==> src/rtl/msi_cap_pkg.sv <==
// Package: shared helpers for the MSI capability register file.
// Assumes 32-bit configuration dwords split into four byte lanes.
package msi_cap_pkg;

    // Merge new data into a dword, keeping bytes that are not enabled and bits that are not writable
    function automatic logic [31:0] lane_merge(input logic [31:0] cur,
                                               input logic [31:0] nv,
                                               input logic [3:0]  lanes,
                                               input logic [31:0] wmask);
        logic [31:0] lm;
        for (int i = 0; i < 4; i++) begin
            lm[i*8 +: 8] = {8{lanes[i]}};
        end
        lm = lm & wmask;
        return (cur & ~lm) | (nv & lm);
    endfunction

    // Return a mask with the n low bits set (n from 0 to 32)
    function automatic logic [31:0] low_ones(input int n);
        logic [32:0] t;
        t = (33'd1 << n) - 33'd1;
        return t[31:0];
    endfunction

    // Return the capability length in bytes for the chosen options
    function automatic int cap_len(input bit a64, input bit pvm);
        if (a64 && pvm) return 24;
        if (a64)        return 14;
        if (pvm)        return 20;
        return 10;
    endfunction

endpackage

==> src/rtl/msi_cap_decode.sv <==
// Module: address decoder for the capability window.
// Works out which dword of the capability is addressed and which byte lanes
// fall inside the window. Assumes the capability base is dword aligned.
module msi_cap_decode #(
    parameter int ADDR_W = 8,
    parameter int CAP_BASE = 'h40,
    parameter int CAP_LEN = 24
) (
    input  logic [ADDR_W-1:0] addr,
    input  logic [3:0]        be,
    output logic [2:0]        dw_idx,
    output logic              in_win,
    output logic [3:0]        hit_lanes
);
    localparam logic [ADDR_W-1:0] BASE = ADDR_W'(CAP_BASE);

    logic [ADDR_W-1:0] rel;
    logic              in_rng;
    int                dw_off;

    // Find the offset from the base and check that it lies within the six-dword span
    always_comb begin
        rel    = addr - BASE;
        in_rng = (addr >= BASE) && (rel < ADDR_W'(24));
        dw_off = int'({rel[ADDR_W-1:2], 2'b00});
        in_win = in_rng && (dw_off < CAP_LEN);
        dw_idx = rel[4:2];
    end

    // Keep each byte lane that is enabled and inside the window
    for (genvar i = 0; i < 4; i++) begin : g_lane
        assign hit_lanes[i] = in_rng && be[i] && ((dw_off + i) < CAP_LEN);
    end
endmodule

==> src/rtl/msi_cap_ctrl.sv <==
// Module: message control register (enable bit and granted vector count).
// Applies the clamp on the granted count whenever a window write leaves the
// enable bit set. Assumes wr_en is already qualified by address and window.
module msi_cap_ctrl
    import msi_cap_pkg::*;
#(
    parameter int NUM_VEC = 4
) (
    input  logic        clk,
    input  logic        rst_n,
    input  logic        wr_en,
    input  logic [3:0]  lanes,
    input  logic [31:0] wdata,
    output logic        msi_en,
    output logic [2:0]  mme
);
    localparam logic [2:0]  MMC = 3'($clog2(NUM_VEC));
    localparam logic [31:0] WMASK = 32'h0071_0000;

    logic [31:0] merged;
    logic        en_n;
    logic [2:0]  mme_n;
    logic        unused_bits;

    // Build the next control state and clamp an oversized count while enabled
    always_comb begin
        merged = lane_merge({9'b0, mme, 3'b0, msi_en, 16'b0}, wdata, lanes, WMASK);
        en_n   = merged[16];
        mme_n  = merged[22:20];
        if (en_n && (mme_n > MMC)) mme_n = MMC;
    end
    assign unused_bits = ^{merged[31:23], merged[19:17], merged[15:0]};

    // Hold the control fields, updating them on window writes
    always_ff @(posedge clk) begin
        if (!rst_n) begin
            msi_en <= 1'b0;
            mme    <= 3'd0;
        end else if (wr_en) begin
            msi_en <= en_n;
            mme    <= mme_n;
        end
    end

    // once messages are turned on, the granted count never exceeds the capable count
    assert_clamp_on_enable_R9: assert property (@(posedge clk) disable iff (!rst_n)
        $rose(msi_en) |-> (mme <= MMC));
    // control state holds when no window write occurs
    assert_ctrl_hold_R10: assert property (@(posedge clk) disable iff (!rst_n)
        !wr_en |=> ($stable(msi_en) && $stable(mme)));
endmodule

==> src/rtl/msi_cap_msg.sv <==
// Module: message address, data and mask registers.
// Which registers exist, and at which dword, follows ADDR64 and PVMASK.
// Assumes wr_en is qualified by the window and lanes are window-limited.
module msi_cap_msg
    import msi_cap_pkg::*;
#(
    parameter int NUM_VEC = 4,
    parameter bit ADDR64 = 1'b1,
    parameter bit PVMASK = 1'b1
) (
    input  logic        clk,
    input  logic        rst_n,
    input  logic        wr_en,
    input  logic [2:0]  dw_idx,
    input  logic [3:0]  lanes,
    input  logic [31:0] wdata,
    output logic [31:0] addr_lo,
    output logic [31:0] addr_hi,
    output logic [15:0] data,
    output logic [31:0] mask
);
    localparam logic [2:0]  DW_ALO  = 3'd1;
    localparam logic [2:0]  DW_AHI  = 3'd2;
    localparam logic [2:0]  DW_DATA = ADDR64 ? 3'd3 : 3'd2;
    localparam logic [2:0]  DW_MASK = DW_DATA + 3'd1;
    localparam logic [31:0] VALID   = low_ones(NUM_VEC);

    logic [31:0] data_m;
    logic        unused_bits;

    assign data_m      = lane_merge({16'b0, data}, wdata, lanes, 32'h0000_FFFF);
    assign unused_bits = ^data_m[31:16];

    // Keep the low address word and the data word
    always_ff @(posedge clk) begin
        if (!rst_n) begin
            addr_lo <= '0;
            data    <= '0;
        end else if (wr_en) begin
            if (dw_idx == DW_ALO)  addr_lo <= lane_merge(addr_lo, wdata, lanes, 32'hFFFF_FFFC);
            if (dw_idx == DW_DATA) data    <= data_m[15:0];
        end
    end

    if (ADDR64) begin : g_hi
        // Keep the upper address word
        always_ff @(posedge clk) begin
            if (!rst_n)                          addr_hi <= '0;
            else if (wr_en && dw_idx == DW_AHI)  addr_hi <= lane_merge(addr_hi, wdata, lanes, 32'hFFFF_FFFF);
        end
    end else begin : g_no_hi
        assign addr_hi = '0;
    end

    if (PVMASK) begin : g_mask
        // Keep the per-vector mask, limited to the configured vectors
        always_ff @(posedge clk) begin
            if (!rst_n)                          mask <= '0;
            else if (wr_en && dw_idx == DW_MASK) mask <= lane_merge(mask, wdata, lanes, VALID);
        end
        // mask bits above the vector count stay clear
        assert_mask_range_R7: assert property (@(posedge clk) disable iff (!rst_n)
            (mask & ~VALID) == 32'd0);
    end else begin : g_no_mask
        assign mask = '0;
    end

    // the two low address bits never become set
    assert_addr_align_R4: assert property (@(posedge clk) disable iff (!rst_n)
        addr_lo[1:0] == 2'b00);
    // message registers hold when no window write occurs
    assert_msg_hold_R10: assert property (@(posedge clk) disable iff (!rst_n)
        !wr_en |=> ($stable(addr_lo) && $stable(addr_hi) && $stable(data)));
endmodule

==> src/rtl/msi_cap_regs.sv <==
// Module: MSI capability register file (top).
// Decodes configuration accesses into the capability window, holds the control,
// address, data and mask registers, and exports them to the delivery logic.
// Assumes dword-aligned addresses and a dword-aligned CAP_BASE.
module msi_cap_regs
    import msi_cap_pkg::*;
#(
    parameter int ADDR_W = 8,
    parameter int CAP_BASE = 'h40,
    parameter int NUM_VEC = 4,
    parameter bit ADDR64 = 1'b1,
    parameter bit PVMASK = 1'b1
) (
    input  logic              clk,
    input  logic              rst_n,
    input  logic              cfg_wr,
    input  logic [ADDR_W-1:0] cfg_addr,
    input  logic [3:0]        cfg_be,
    input  logic [31:0]       cfg_wdata,
    output logic [31:0]       cfg_rdata,
    input  logic [31:0]       pend_in,
    output logic              msi_en,
    output logic [2:0]        mme_log2,
    output logic [63:0]       msg_addr,
    output logic [15:0]       msg_data,
    output logic [31:0]       vec_mask,
    output logic              intx_off,
    output logic              rescan
);
    localparam int          CAP_LEN = cap_len(ADDR64, PVMASK);
    localparam logic [2:0]  MMC     = 3'($clog2(NUM_VEC));
    localparam logic [2:0]  DW_DATA = ADDR64 ? 3'd3 : 3'd2;
    localparam logic [2:0]  DW_MASK = DW_DATA + 3'd1;
    localparam logic [2:0]  DW_PEND = DW_DATA + 3'd2;
    localparam logic [31:0] VALID   = low_ones(NUM_VEC);

    logic [2:0]  dw_idx;
    logic        in_win;
    logic [3:0]  hit_lanes;
    logic        wr_hit;
    logic [31:0] addr_lo, addr_hi;
    logic [15:0] ctrl_word;

    msi_cap_decode #(.ADDR_W(ADDR_W), .CAP_BASE(CAP_BASE), .CAP_LEN(CAP_LEN)) u_dec (
        .addr(cfg_addr), .be(cfg_be), .dw_idx(dw_idx), .in_win(in_win), .hit_lanes(hit_lanes)
    );

    assign wr_hit = cfg_wr && (|hit_lanes);

    msi_cap_ctrl #(.NUM_VEC(NUM_VEC)) u_ctrl (
        .clk(clk), .rst_n(rst_n), .wr_en(wr_hit && (dw_idx == 3'd0)),
        .lanes(hit_lanes), .wdata(cfg_wdata), .msi_en(msi_en), .mme(mme_log2)
    );

    msi_cap_msg #(.NUM_VEC(NUM_VEC), .ADDR64(ADDR64), .PVMASK(PVMASK)) u_msg (
        .clk(clk), .rst_n(rst_n), .wr_en(wr_hit), .dw_idx(dw_idx), .lanes(hit_lanes),
        .wdata(cfg_wdata), .addr_lo(addr_lo), .addr_hi(addr_hi), .data(msg_data), .mask(vec_mask)
    );

    assign msg_addr  = {addr_hi, addr_lo};
    assign intx_off  = msi_en;
    assign ctrl_word = {7'b0, PVMASK, ADDR64, mme_log2, MMC, msi_en};

    // Pulse the rescan request after every write that lands in the window
    always_ff @(posedge clk) begin
        if (!rst_n) rescan <= 1'b0;
        else        rescan <= wr_hit;
    end

    // Select the read data for the addressed dword
    always_comb begin
        cfg_rdata = '0;
        if (in_win) begin
            if (dw_idx == 3'd0)                     cfg_rdata = {ctrl_word, 16'h0000};
            else if (dw_idx == 3'd1)                cfg_rdata = addr_lo;
            else if (ADDR64 && dw_idx == 3'd2)      cfg_rdata = addr_hi;
            else if (dw_idx == DW_DATA)             cfg_rdata = {16'h0000, msg_data};
            else if (PVMASK && dw_idx == DW_MASK)   cfg_rdata = vec_mask;
            else if (PVMASK && dw_idx == DW_PEND)   cfg_rdata = pend_in & VALID;
        end
    end

    // a rescan pulse always follows a write strobe
    assert_rescan_cause_R12: assert property (@(posedge clk) disable iff (!rst_n)
        rescan |-> $past(cfg_wr));
    // the legacy interrupt is held off whenever messages are enabled
    assert_intx_follow_R11: assert property (@(posedge clk) disable iff (!rst_n)
        $rose(msi_en) |-> intx_off);
endmodule

==> config.mk <==
export PLATFORM = sky130hd
export DESIGN_NAME = msi_cap_regs
export DESIGN_NICKNAME = d
export VERILOG_FILES = /design/src/rtl/msi_cap_pkg.sv /design/src/rtl/msi_cap_decode.sv /design/src/rtl/msi_cap_ctrl.sv /design/src/rtl/msi_cap_msg.sv /design/src/rtl/msi_cap_regs.sv
export SDC_FILE = /design/constraint.sdc
export NUM_CORES = 1
export LEC_CHECK = 0
export BUFFER_PORTS_ARGS = -buffer_cell sky130_fd_sc_hd__clkbuf_2
export CORE_UTILIZATION = 35
export CTS_CLUSTER_DIAMETER = 150
export CTS_CLUSTER_SIZE = 30
export DETAILED_ROUTE_END_ITERATION = 7
export GPL_ROUTABILITY_DRIVEN = 0
export GPL_TIMING_DRIVEN = 0
export PLACE_DENSITY_LB_ADDON = 0.25
export SLEW_MARGIN = 20
export SYNTH_ARGS = -nofsm -noshare
export SYNTH_HDL_FRONTEND = slang
export SYNTH_SLANG_ARGS = --single-unit
==> constraint.sdc <==
create_clock -name clk -period 2.6 [get_ports clk]
set_input_delay 0.13 -clock clk [delete_from_list [all_inputs] [get_ports clk]]
set_output_delay 0.13 -clock clk [all_outputs]
set_load 0.05 [all_outputs]
# Word-level counts from Yosys, hierarchy flattened
# Cells that the tools add are included.
# W data, S select, Z words.
[op_classes] n_eq_ne=5 n_mux=8 n_reduce_logical=19 n_bitwise=20 n_lt_le_gt_ge=7 n_addsub=4
[ops] op="$mux W32" count=6
[ops] op="$and A32 B32 Y32" count=5
[ops] op="$lt A32 B6 Y1 const B" count=3
[ops] op="$or A32 B32 Y32" count=3
[ops] op="$not A32 Y32" count=2
[ops] op="$and A23 B23 Y23" count=2
[ops] op="$and A16 B16 Y16" count=2
[ops] op="$and A32 B4 Y32" count=1
[ops] op="$not A4 Y32" count=1
[ops] op="$not A23 Y23" count=1
[ops] op="$or A23 B23 Y23" count=1
[ops] op="$add A8 B2 Y9 const B" count=2
[ops] op="$lt A8 B5 Y1 const B" count=2
[ops] op="$not A16 Y16" count=1
[ops] op="$or A16 B16 Y16" count=1
[ops] op="$logic_and A1 B1 Y1" count=15
[ops] op="$add A8 B1 Y9 const B" count=1
[ops] op="$ge A8 B7 Y1 const B" count=1
[ops] op="$sub A8 B7 Y8 const B" count=1
[ops] op="$eq A3 B2 Y1 const B" count=2
[ops] op="$eq A3 B3 Y1 const B" count=2
[ops] op="$mux W4" count=1
[ops] op="$reduce_and A2 Y1" count=2
[ops] op="$reduce_or A4 Y1" count=1
[ops] op="other kinds (4)" count=4
[word_totals] word_cells=70 in_bits=79 ff_bits=117 output_inout_bits=150

# Logic depth before layout (Yosys ltp)
# Gate-level depths: netlist (run 1).
[depth] ltp_word=11 depth_mapped=7 depth_no_buf=4

# By module
# Synthesis (run 1) repeated with hierarchy kept, for this count alone.
[hier_totals] hier_cells=579 hier_area_um2=5093.6
[modules_own_cells] module="msi_cap_msg" seq_area_each_um2=1641.6 area_per_inst_um2=3308.2 n_inst=1 cells_each=339
[modules_own_cells] module="msi_cap_regs" seq_area_each_um2=20.0 area_per_inst_um2=1432.6 n_inst=1 cells_each=197
[modules_own_cells] module="msi_cap_ctrl" seq_area_each_um2=80.1 area_per_inst_um2=235.2 n_inst=1 cells_each=25
[modules_own_cells] module="msi_cap_decode" seq_area_each_um2=0.0 area_per_inst_um2=117.6 n_inst=1 cells_each=18

# Worst setup path after synthesis (run 1)
# No wires, ideal clock.
[synth_path] kind="in2out" start="input cfg_addr[4]" end="output cfg_rdata[10]" path_buffers=3 path_slack_ps=563 path_stages=7 arrival_time_ps=1907 t_required_ps=2470 cell_sequence="buf_2 a21oi_1 buf_2 nand3_1 or2_1 clkbuf_1 nor2_1"
[synth_via] elab_chain_len=8 word_cells_on_any_way=17 classes_between="add/sub: 1; order compare: 3; eq/ne: 4; mux: 6; reduce/logical: 3"
[synth_rtl] item="from (decl)" line_no="msi_cap_regs.sv:17" rtl="input logic [ADDR_W-1:0] cfg_addr,"
[synth_rtl] item="$sub A8 B7 Y8" line_no="msi_cap_decode.sv:23" rtl="rel = addr - BASE;"
[synth_rtl] item="$eq A3 B3 Y1" line_no="msi_cap_regs.sv:78" rtl="else if (PVMASK && dw_idx == DW_MASK) cfg_rdata = vec_mask;"
[synth_rtl] item="$mux W32" line_no="msi_cap_regs.sv:78"
[synth_rtl] item="$mux W32" line_no="msi_cap_regs.sv:77" rtl="else if (dw_idx == DW_DATA) cfg_rdata = {16'h0000, msg_data};"
[synth_rtl] item="$mux W32" line_no="msi_cap_regs.sv:76" rtl="else if (ADDR64 && dw_idx == 3'd2) cfg_rdata = addr_hi;"
[synth_rtl] item="$mux W32" line_no="msi_cap_regs.sv:75" rtl="else if (dw_idx == 3'd1) cfg_rdata = addr_lo;"
[synth_rtl] item="$mux W32" line_no="msi_cap_regs.sv:74" rtl="if (dw_idx == 3'd0) cfg_rdata = {ctrl_word, 16'h0000};"
[synth_rtl] item="$mux W32 *" line_no="msi_cap_regs.sv:73" rtl="if (in_win) begin"
[synth_rtl] item="to (decl)" line_no="msi_cap_regs.sv:20" rtl="output logic [31:0] cfg_rdata,"
# Mark *: on every way between the ends. The rest lies on a longest branch, timed or not.

# Worst setup path after layout (run 1)
[layout_path] start="input cfg_addr[2]" end="output cfg_rdata[5]"
# The elaborated chain is that of the path after synthesis.

==> results of run 1 <==
## power groups by stage
stage | clock (mW) | sequential (mW) | combinational [mW]
2_1_floorplan | 0 | 1.38 | 0.259
3_3_place_gp | 0 | 1.37 | 0.370
3_5_place_dp | 0 | 1.37 | 0.373
4_1_cts | 1.41 | 1.34 | 0.374
5_1_grt | 1.47 | 1.34 | 0.403
6_report | 1.39 | 1.34 | 0.379
## synth_stat cells (all sizes together) (9+ instances only)
cell type / count
nand4: 10
mux2i: 27
dfxtp: 87
a21oi: 9
buf: 42
nand2: 48
o21ai: 81
a22oi: 27
nor2b: 19
clkbuf: 29
nand3: 63
nor2: 51
## layout make-up
type,count,share of cell area
buffer,71,0.07021
sequential,87,0.3074
multi-input combinational,393,0.3831
tap,143,0.03157
clock inverter,7,0.01722
inverter,5,0.003312
clock buffer,9,0.03974
timing repair buffer,167,0.1475
## kinds of logic after synthesis
family                 synth area share
muxes                           0.06937
other                         0.0008886
buffers and inverters           0.09872
DFF                              0.4127
AOI/OAI and AO/OA                0.1731
and+or+nand+nor                  0.2452
## path summary, 6_finish.rpt
| kind | to | cells after the start |
|---|---|---|
| setup / recovery | cfg_rdata[5] | 7 |
| hold / removal | flip-flop | 3 |
| setup reg to reg | u_ctrl.mme[1] | 4 |
| hold reg to reg | flip-flop | 2 |
## per-stage QoR
| step | cells | hold WS (ps) |
|---|---|---|
| after detailed placement | 866 | 386.1 |
| after CTS | 882 | 32.83 |
| after global placement | 866 | 386.0 |
| after global routing | 882 | 52.75 |
| after floorplan | 556 | 284.2 |
| final | 882 | 44.48 |
## worst max-delay path: cells and delay by family
family / cells / cell delay [ps]
AND/OR/NAND/NOR: 1 / 170
buffers and inverters: 5 / 1870
AO/OA/AOI/OAI: 1 / 140
## per-layer routing
metal / wire (um) / up-vias
met1: 6706 / 2174
li1: - / 2200
met4: 236 / 0
met3: 1126 / 18
met5: 0 / -
met2: 6671 / 186
==> flow_summary.ini, run 1 <==
[cells_and_area]
register_area_mm2 = 0.001742
num-fill-cells = 1207
nNetsFinal = 813
diodes = 0
layout_commonest_cell = clkbuf_2
drive_above_1_share = 0.3112
multi_input_area_mm2 = 0.002171
area_growth_pct = 34.27
layout_common_cells = clkbuf_2, dfxtp_1, o21ai_0, nand3_1, nor2_1
finish.utilization = 0.4900
stdcell_area_mm2 = 0.005667

[clock_network]
numCtsBuffers = 9
ctsHoldBuffers = 0
cts-root-buf = clkbuf_16
post_cts_buffers = 0
cts_tree = built
clockBufferDepth = 2
cts.sinks = 87
path_clk_slew_ps = 60
cts_resized = 0
clk_latency_ps = 340
htree_num_levels = 3

[synth]
yosysUniqueCellTypes = 36
synth_seq_area_share = 0.4127
synth-warning-count = 0
synth_top_area_share = 0.4127
async_flop_share = 0
synth_area_mm2 = 0.004220
syn_area_per_cell_um2 = 8.008
synth_seq_cells = 87
ys.flop_type = dfxtp_1
synth-edff-count = 0
yosys.area.top_type = dfxtp_1
ys_top_cells_by_area = dfxtp_1, o21ai_0, nand3_1, mux2i_1, buf_4
syn_inst = 527

[placement]
io_buffer_count = 167
dpl.hpwl_um = 11050
placed_cell_area_mm2 = 0.005344
dpl_worst_slack_ps = 249.7

[floorplan]
io-pin-count = 229
die_w_um = 111.8
start_util = 0.3649
rows = 39
die_area_mm2 = 0.01250
coreArea_mm2 = 0.01156
die_h_um = 111.8

[global_route]
grt_use_met2 = 0.3631
grt_pass1_wl_um = 22220
use_met3 = 0.06042
antenna_found_initial = 0
grt_max_degree = 16
overflow = 0
met1_usage = 0.3111
grt_pass1_vias = 4051
track_usage = 0.2319
top_usage_layer = met2

[detailed_routing]
drtAntennaViolNets = 0
routed_wirelength_um = 14740
routedWlPerCell_um = 16.71
drc = 14
num_vias = 4578
drt_iter0_drc = 314
vias_per_cell = 5.190
first_pass_iters = 8

[power_and_ir_drop]
pwr-share-clk = 0.447
seq_power_share = 0.431
power.density_mw_per_mm2 = 547.7
p_leak_nw = 2.465
irDropWorstVdd_mv = 0.3594
switchingPower_uw = 819.4
p_total_mw = 3.103
p_int_mw = 2.284
pwr-share-comb = 0.122
swShare = 0.2640

[critical_path]
crit_fanout = 10
crit_path_start = cfg_addr[2]
r2r_slack_ps = 1410
cp-start-kind = primary input
critical_path_arrival_ps = 2310
crit_type = in -> out
cp-end-kind = primary output
regToRegStartpoint = u_ctrl.mme[0]
critPathRequiredTime_ps = 2470
worstPathCellList = clkbuf_2, buf_2, clkbuf_1, clkbuf_1, a22oi_1, nor2_1, clkbuf_2
worst_path_max_delay_cell = clkbuf_1
slowest_delay_ps = 600

[timing]
final.period_utilization = 0.9372
setup_slack_ps = 163.3
fin_crit_ps = 2437
finalSetupViolations = 0
clock.fmax_mhz = 410.4
finalHoldViolations = 0
fin_tns_setup_ps = 0
finalMaxSlewViolations = 0
grt_setup_unrepaired = false
max_slew_margin = 0.4496
tightest_slew_ps = 819.4
skew_ps = 4.177

[min_path]
hp-start = cfg_wdata[29]
min_path_type = in -> reg

[job]
cap_violations = 0

[outcome]
violations = design-rule violations
status = finished with violations
No activity file was read; power rests on OpenSTA's default activity.
==> run 2: changes to the inputs <==
Settings changed: CORE_ASPECT_RATIO set to 0.6.
Clock period 2.6 ns to 2.3 ns, I/O delays scaled along.
==> flow_summary.ini, run 2 (synthesized netlist as in run 1, its figures left out) <==
[clock_network]
cts_tree = built
cts-root-buf = clkbuf_16
clk_latency_ps = 340
cts.sinks = 87
htree_num_levels = 3
numCtsBuffers = 9
post_cts_buffers = 0
path_clk_slew_ps = 70
ctsHoldBuffers = 0
clockBufferDepth = 2

[cells_and_area]
finish.utilization = 0.4927
drive_above_1_share = 0.3153
area_growth_pct = 34.54
nNetsFinal = 813
num-fill-cells = 1164
layout_commonest_cell = clkbuf_2
stdcell_area_mm2 = 0.005678
final_cells = 899
layout_common_cells = clkbuf_2, dfxtp_1, o21ai_0, nand3_1, nor2_1
diodes = 0

[critical_path]
critPathRequiredTime_ps = 2180
cp-end-kind = primary output
crit_fanout = 10
crit_type = in -> out
reg2reg_depth = 4
r2r_end = u_ctrl.mme[1]
regToRegStartpoint = u_ctrl.mme[1]
cp-start-kind = primary input
crit_path_start = cfg_addr[3]
r2r_slack_ps = 1070
critical_path_arrival_ps = 2020

[power_and_ir_drop]
seq_power_share = 0.435
p_leak_nw = 2.471
pwr-share-clk = 0.439
p_total_mw = 3.472
swShare = 0.2777
irDropWorstVdd_mv = 0.3393
switchingPower_uw = 964.2
p_int_mw = 2.508
pwr-share-comb = 0.126
power.density_mw_per_mm2 = 611.5

[placement]
dpl_worst_slack_ps = 75.18
placed_cells = 883
io_buffer_count = 167
placed_cell_area_mm2 = 0.005365
dpl.hpwl_um = 12210

[job]
cap_violations = 0

[timing]
skew_ps = 1.778
grt_setup_unrepaired = false
finalSetupViolations = 0
finalMaxSlewViolations = 0
clock.fmax_mhz = 468.2
holdWs_ps = 23.55
finalHoldViolations = 0
max_slew_margin = 0.4419
setup_slack_ps = 164.2
final.period_utilization = 0.9286
fin_crit_ps = 2136
fin_tns_setup_ps = 0
tightest_slew_ps = 830.9

[floorplan]
die_w_um = 143.8
start_util = 0.3662
io-pin-count = 229
coreArea_mm2 = 0.01152
die_h_um = 87.06
die_area_mm2 = 0.01252
rows = 30

[min_path]
hp-start = cfg_wdata[28]
min_path_type = in -> reg
whs_path_depth = 3

[global_route]
antenna_found_initial = 0
overflow = 0
grt_pass1_wl_um = 23430
grt_max_degree = 16
grt_pass1_vias = 4219
track_usage = 0.2524

[detailed_routing]
routedWlPerCell_um = 17.71
first_pass_iters = 6
drc = 0
routed_wirelength_um = 15920
drtAntennaViolNets = 0
num_vias = 4693
vias_per_cell = 5.220
drt_iter0_drc = 397

[outcome]
status = finished clean
==> run 2: layer usage <==
layer	part of all wire	routed length, um	global-route usage	up-vias
li1	-	-	-	2215
met1	0.49	7745	0.3707	2187
met2	0.40	6417	0.3601	266
met3	0.094	1493	0.06322	25
met4	0.017	267	0.07060	0
met5	0	0	0	-
==> run 2: power groups by stage <==
stage / clock network, mW / logic (mW) / registers (mW)
global route: 1.60 / 0.463 / 1.51
floorplan: 0 / 0.293 / 1.56
CTS: 1.54 / 0.428 / 1.51
global placement: 0 / 0.423 / 1.55
detailed placement: 0 / 0.427 / 1.55
finish: 1.52 / 0.437 / 1.51
==> run 2: how the worst max path moves through the flow <==
stage	slack [ps]	end	depth (start not counted)
final	160	cfg_rdata[11]	8
after global routing	20	cfg_rdata[10]	9
after CTS	80	cfg_rdata[5]	7
after detailed placement	80	cfg_rdata[5]	7
after global placement	110	cfg_rdata[5]	7
after floorplan	290	cfg_rdata[10]	7
==> run 2: final cells by class <==
class                      count  area (um^2)  share of cell area
sequential                    87         1742              0.3067
multi-input combinational    393         2171              0.3823
timing repair buffer         167        835.8              0.1472
clock inverter                 6        67.56             0.01190
buffer                        71        404.1             0.07118
tap                          160        200.2             0.03526
clock buffer                  10        239.0             0.04209
inverter                       5        18.77            0.003305
==> run 2: worst max-delay path, cell delays in order <==
cell and delay (ps):
clkbuf_2 110, buf_6 140, buf_2 260, nor2b_1 480, clkbuf_2 360, a22oi_1 140, nor2_1 120, clkbuf_2 290
==> run 2: timing repair <==
item | CTS | global route
resized for setup | 0 | 10
endpoints found under the hold margin | 0 | 0
setup endpoints to repair | 0 | 11
==> run 3: changes to the inputs <==
Clock period 2.3 ns to 1.8 ns, I/O delays scaled along.
==> flow_summary.ini, run 3 (synthesized netlist as in run 1, its figures left out) <==
[outcome]
status = finished clean

[timing]
grt_setup_unrepaired = true
finalSetupViolations = 0
clock.fmax_mhz = 572.1
fin_crit_ps = 1748
final.period_utilization = 0.9711
tightest_slew_ps = 779.4
finalHoldViolations = 0
skew_ps = 8.510
finalMaxSlewViolations = 0
holdWs_ps = 15.99
max_slew_margin = 0.4765

[cells_and_area]
layout_commonest_cell = clkbuf_2
nNetsFinal = 815
layout_common_cells = clkbuf_2, dfxtp_1, o21ai_0, nand3_1, nand2_1
diodes = 0
drive_above_1_share = 0.3514
num-fill-cells = 1111
area_growth_pct = 39.43

[clock_network]
clk_latency_ps = 340
htree_num_levels = 3
numCtsBuffers = 9
cts_tree = built
post_cts_buffers = 0
cts.sinks = 87
cts-root-buf = clkbuf_16
path_clk_slew_ps = 60
clockBufferDepth = 2

[floorplan]
die_h_um = 87.06
die_w_um = 143.8
start_util = 0.3662
die_area_mm2 = 0.01252
coreArea_mm2 = 0.01152
io-pin-count = 229
rows = 30

[power_and_ir_drop]
irDropWorstVdd_mv = 0.4549
pwr-share-clk = 0.441
p_int_mw = 3.341
p_total_mw = 4.498
p_leak_nw = 2.546
swShare = 0.2573
seq_power_share = 0.430
switchingPower_mw = 1.157
power.density_mw_per_mm2 = 764.3
pwr-share-comb = 0.129

[critical_path]
timing.critical_path.buf_inv = 5
critPathRequiredTime_ps = 1710
slowest_delay_ps = 280
critical_path_arrival_ps = 1660
crit_type = in -> out
worstPathCellList = clkbuf_2, buf_2, a21oi_4, buf_6, nand3_2, or2_4, buf_4, nor2_2, clkbuf_8
cp-start-kind = primary input
cp-end-kind = primary output
critPathTopFamily = buffers and inverters
worst_path_max_delay_cell = or2_4
crit_fanout = 10

[detailed_routing]
drtAntennaViolNets = 0
routed_wirelength_um = 15660
drc = 0
drt_iter0_drc = 331
num_vias = 4755
vias_per_cell = 5.283
routedWlPerCell_um = 17.40
first_pass_iters = 5

[global_route]
use_met3 = 0.08906
overflow = 0
grt_pass1_wl_um = 23730
antenna_found_initial = 0
grt_use_met2 = 0.3667
grt_pass1_vias = 4361
top_usage_layer = met2
track_usage = 0.2530
grt_max_degree = 14
met1_usage = 0.3477

[placement]
io_buffer_count = 167
dpl.hpwl_um = 11990

[min_path]
min_path_type = in -> reg

[job]
cap_violations = 0
## run 3: cell types whose count changed in the layout (fill, tap and decap cells not counted), moves of 3 or more
cell	delta
nor2_1	-14
clkbuf_8	+3
nor2_2	+14
clkbuf_4	+8
clkbuf_1	-8
buf_4	+5
buf_6	+5
dlygate4sd3_1	+3
clkbuf_2	-10
buf_2	-3
## run 3: worst register-to-register path, stage by stage (launching register included)
cell     delay, ps
dfxtp_1        460
a21o_1         130
a21oi_1         70
nor4_1         270
o221a_2        240
## run 3: per-layer routing
metal	wire length, um	vias up	part of all wire
li1	-	2203	-
met1	6865	2225	0.44
met2	6613	293	0.42
met3	1891	34	0.12
met4	288	0	0.018
met5	0	-	0
## run 3: power by group through the flow
stage | Clock, mW | Combinational (mW) | Sequential [mW]
after floorplan | 0 | 0.377 | 1.99
after global placement | 0 | 0.540 | 1.97
after detailed placement | 0 | 0.546 | 1.97
after CTS | 2.01 | 0.561 | 1.93
after global routing | 2.10 | 0.617 | 1.93
final | 1.98 | 0.582 | 1.93
## run 3: path summary, 6_finish.rpt
path,depth (start not counted),start,end,slack (ps)
setup / recovery,9,cfg_addr[4],cfg_rdata[15],50
hold / removal,3,cfg_wdata[28],flip-flop,20
setup reg to reg,4,u_ctrl.mme[2],u_ctrl.mme[1],570
hold reg to reg,2,flip-flop,flip-flop,480
## run 3: cell type report
type                    count  area, um^2  share of cell area
repair buffers            170       944.7              0.1605
flip-flops and latches     87        1742              0.2960
multi-input cells         393        2245              0.3815
clock buffers              11       242.7             0.04125
clock inverters             4       70.07             0.01191
plain buffers              70       421.7             0.07166
inverters                   5       18.77            0.003189
well taps                 160       200.2             0.03402
## run 3: what timing repair did
item | CTS | global route
hold buffers | 3 | 0
gates cloned | 0 | 0
endpoints found under the hold margin | 3 | 0
endpoints found under the setup margin | 29 | 28
resized for setup | 36 | 33
## run 3: metrics by stage
step / cells / TNS (ps) / instance area, um^2 / util / worst slack (ps)
after floorplan: 556 / -1569 / 4352 / - / -156.9
after global placement: 883 / -9355 / 5388 / 0.4675 / -410.1
after detailed placement: 883 / -11040 / 5388 / 0.4675 / -396.7
after CTS: 900 / 0 / 5826 / 0.5055 / 6.537
after global routing: 900 / -9.059 / 5884 / 0.5106 / -5.834
final: 900 / 0 / 5884 / 0.5106 / 51.98
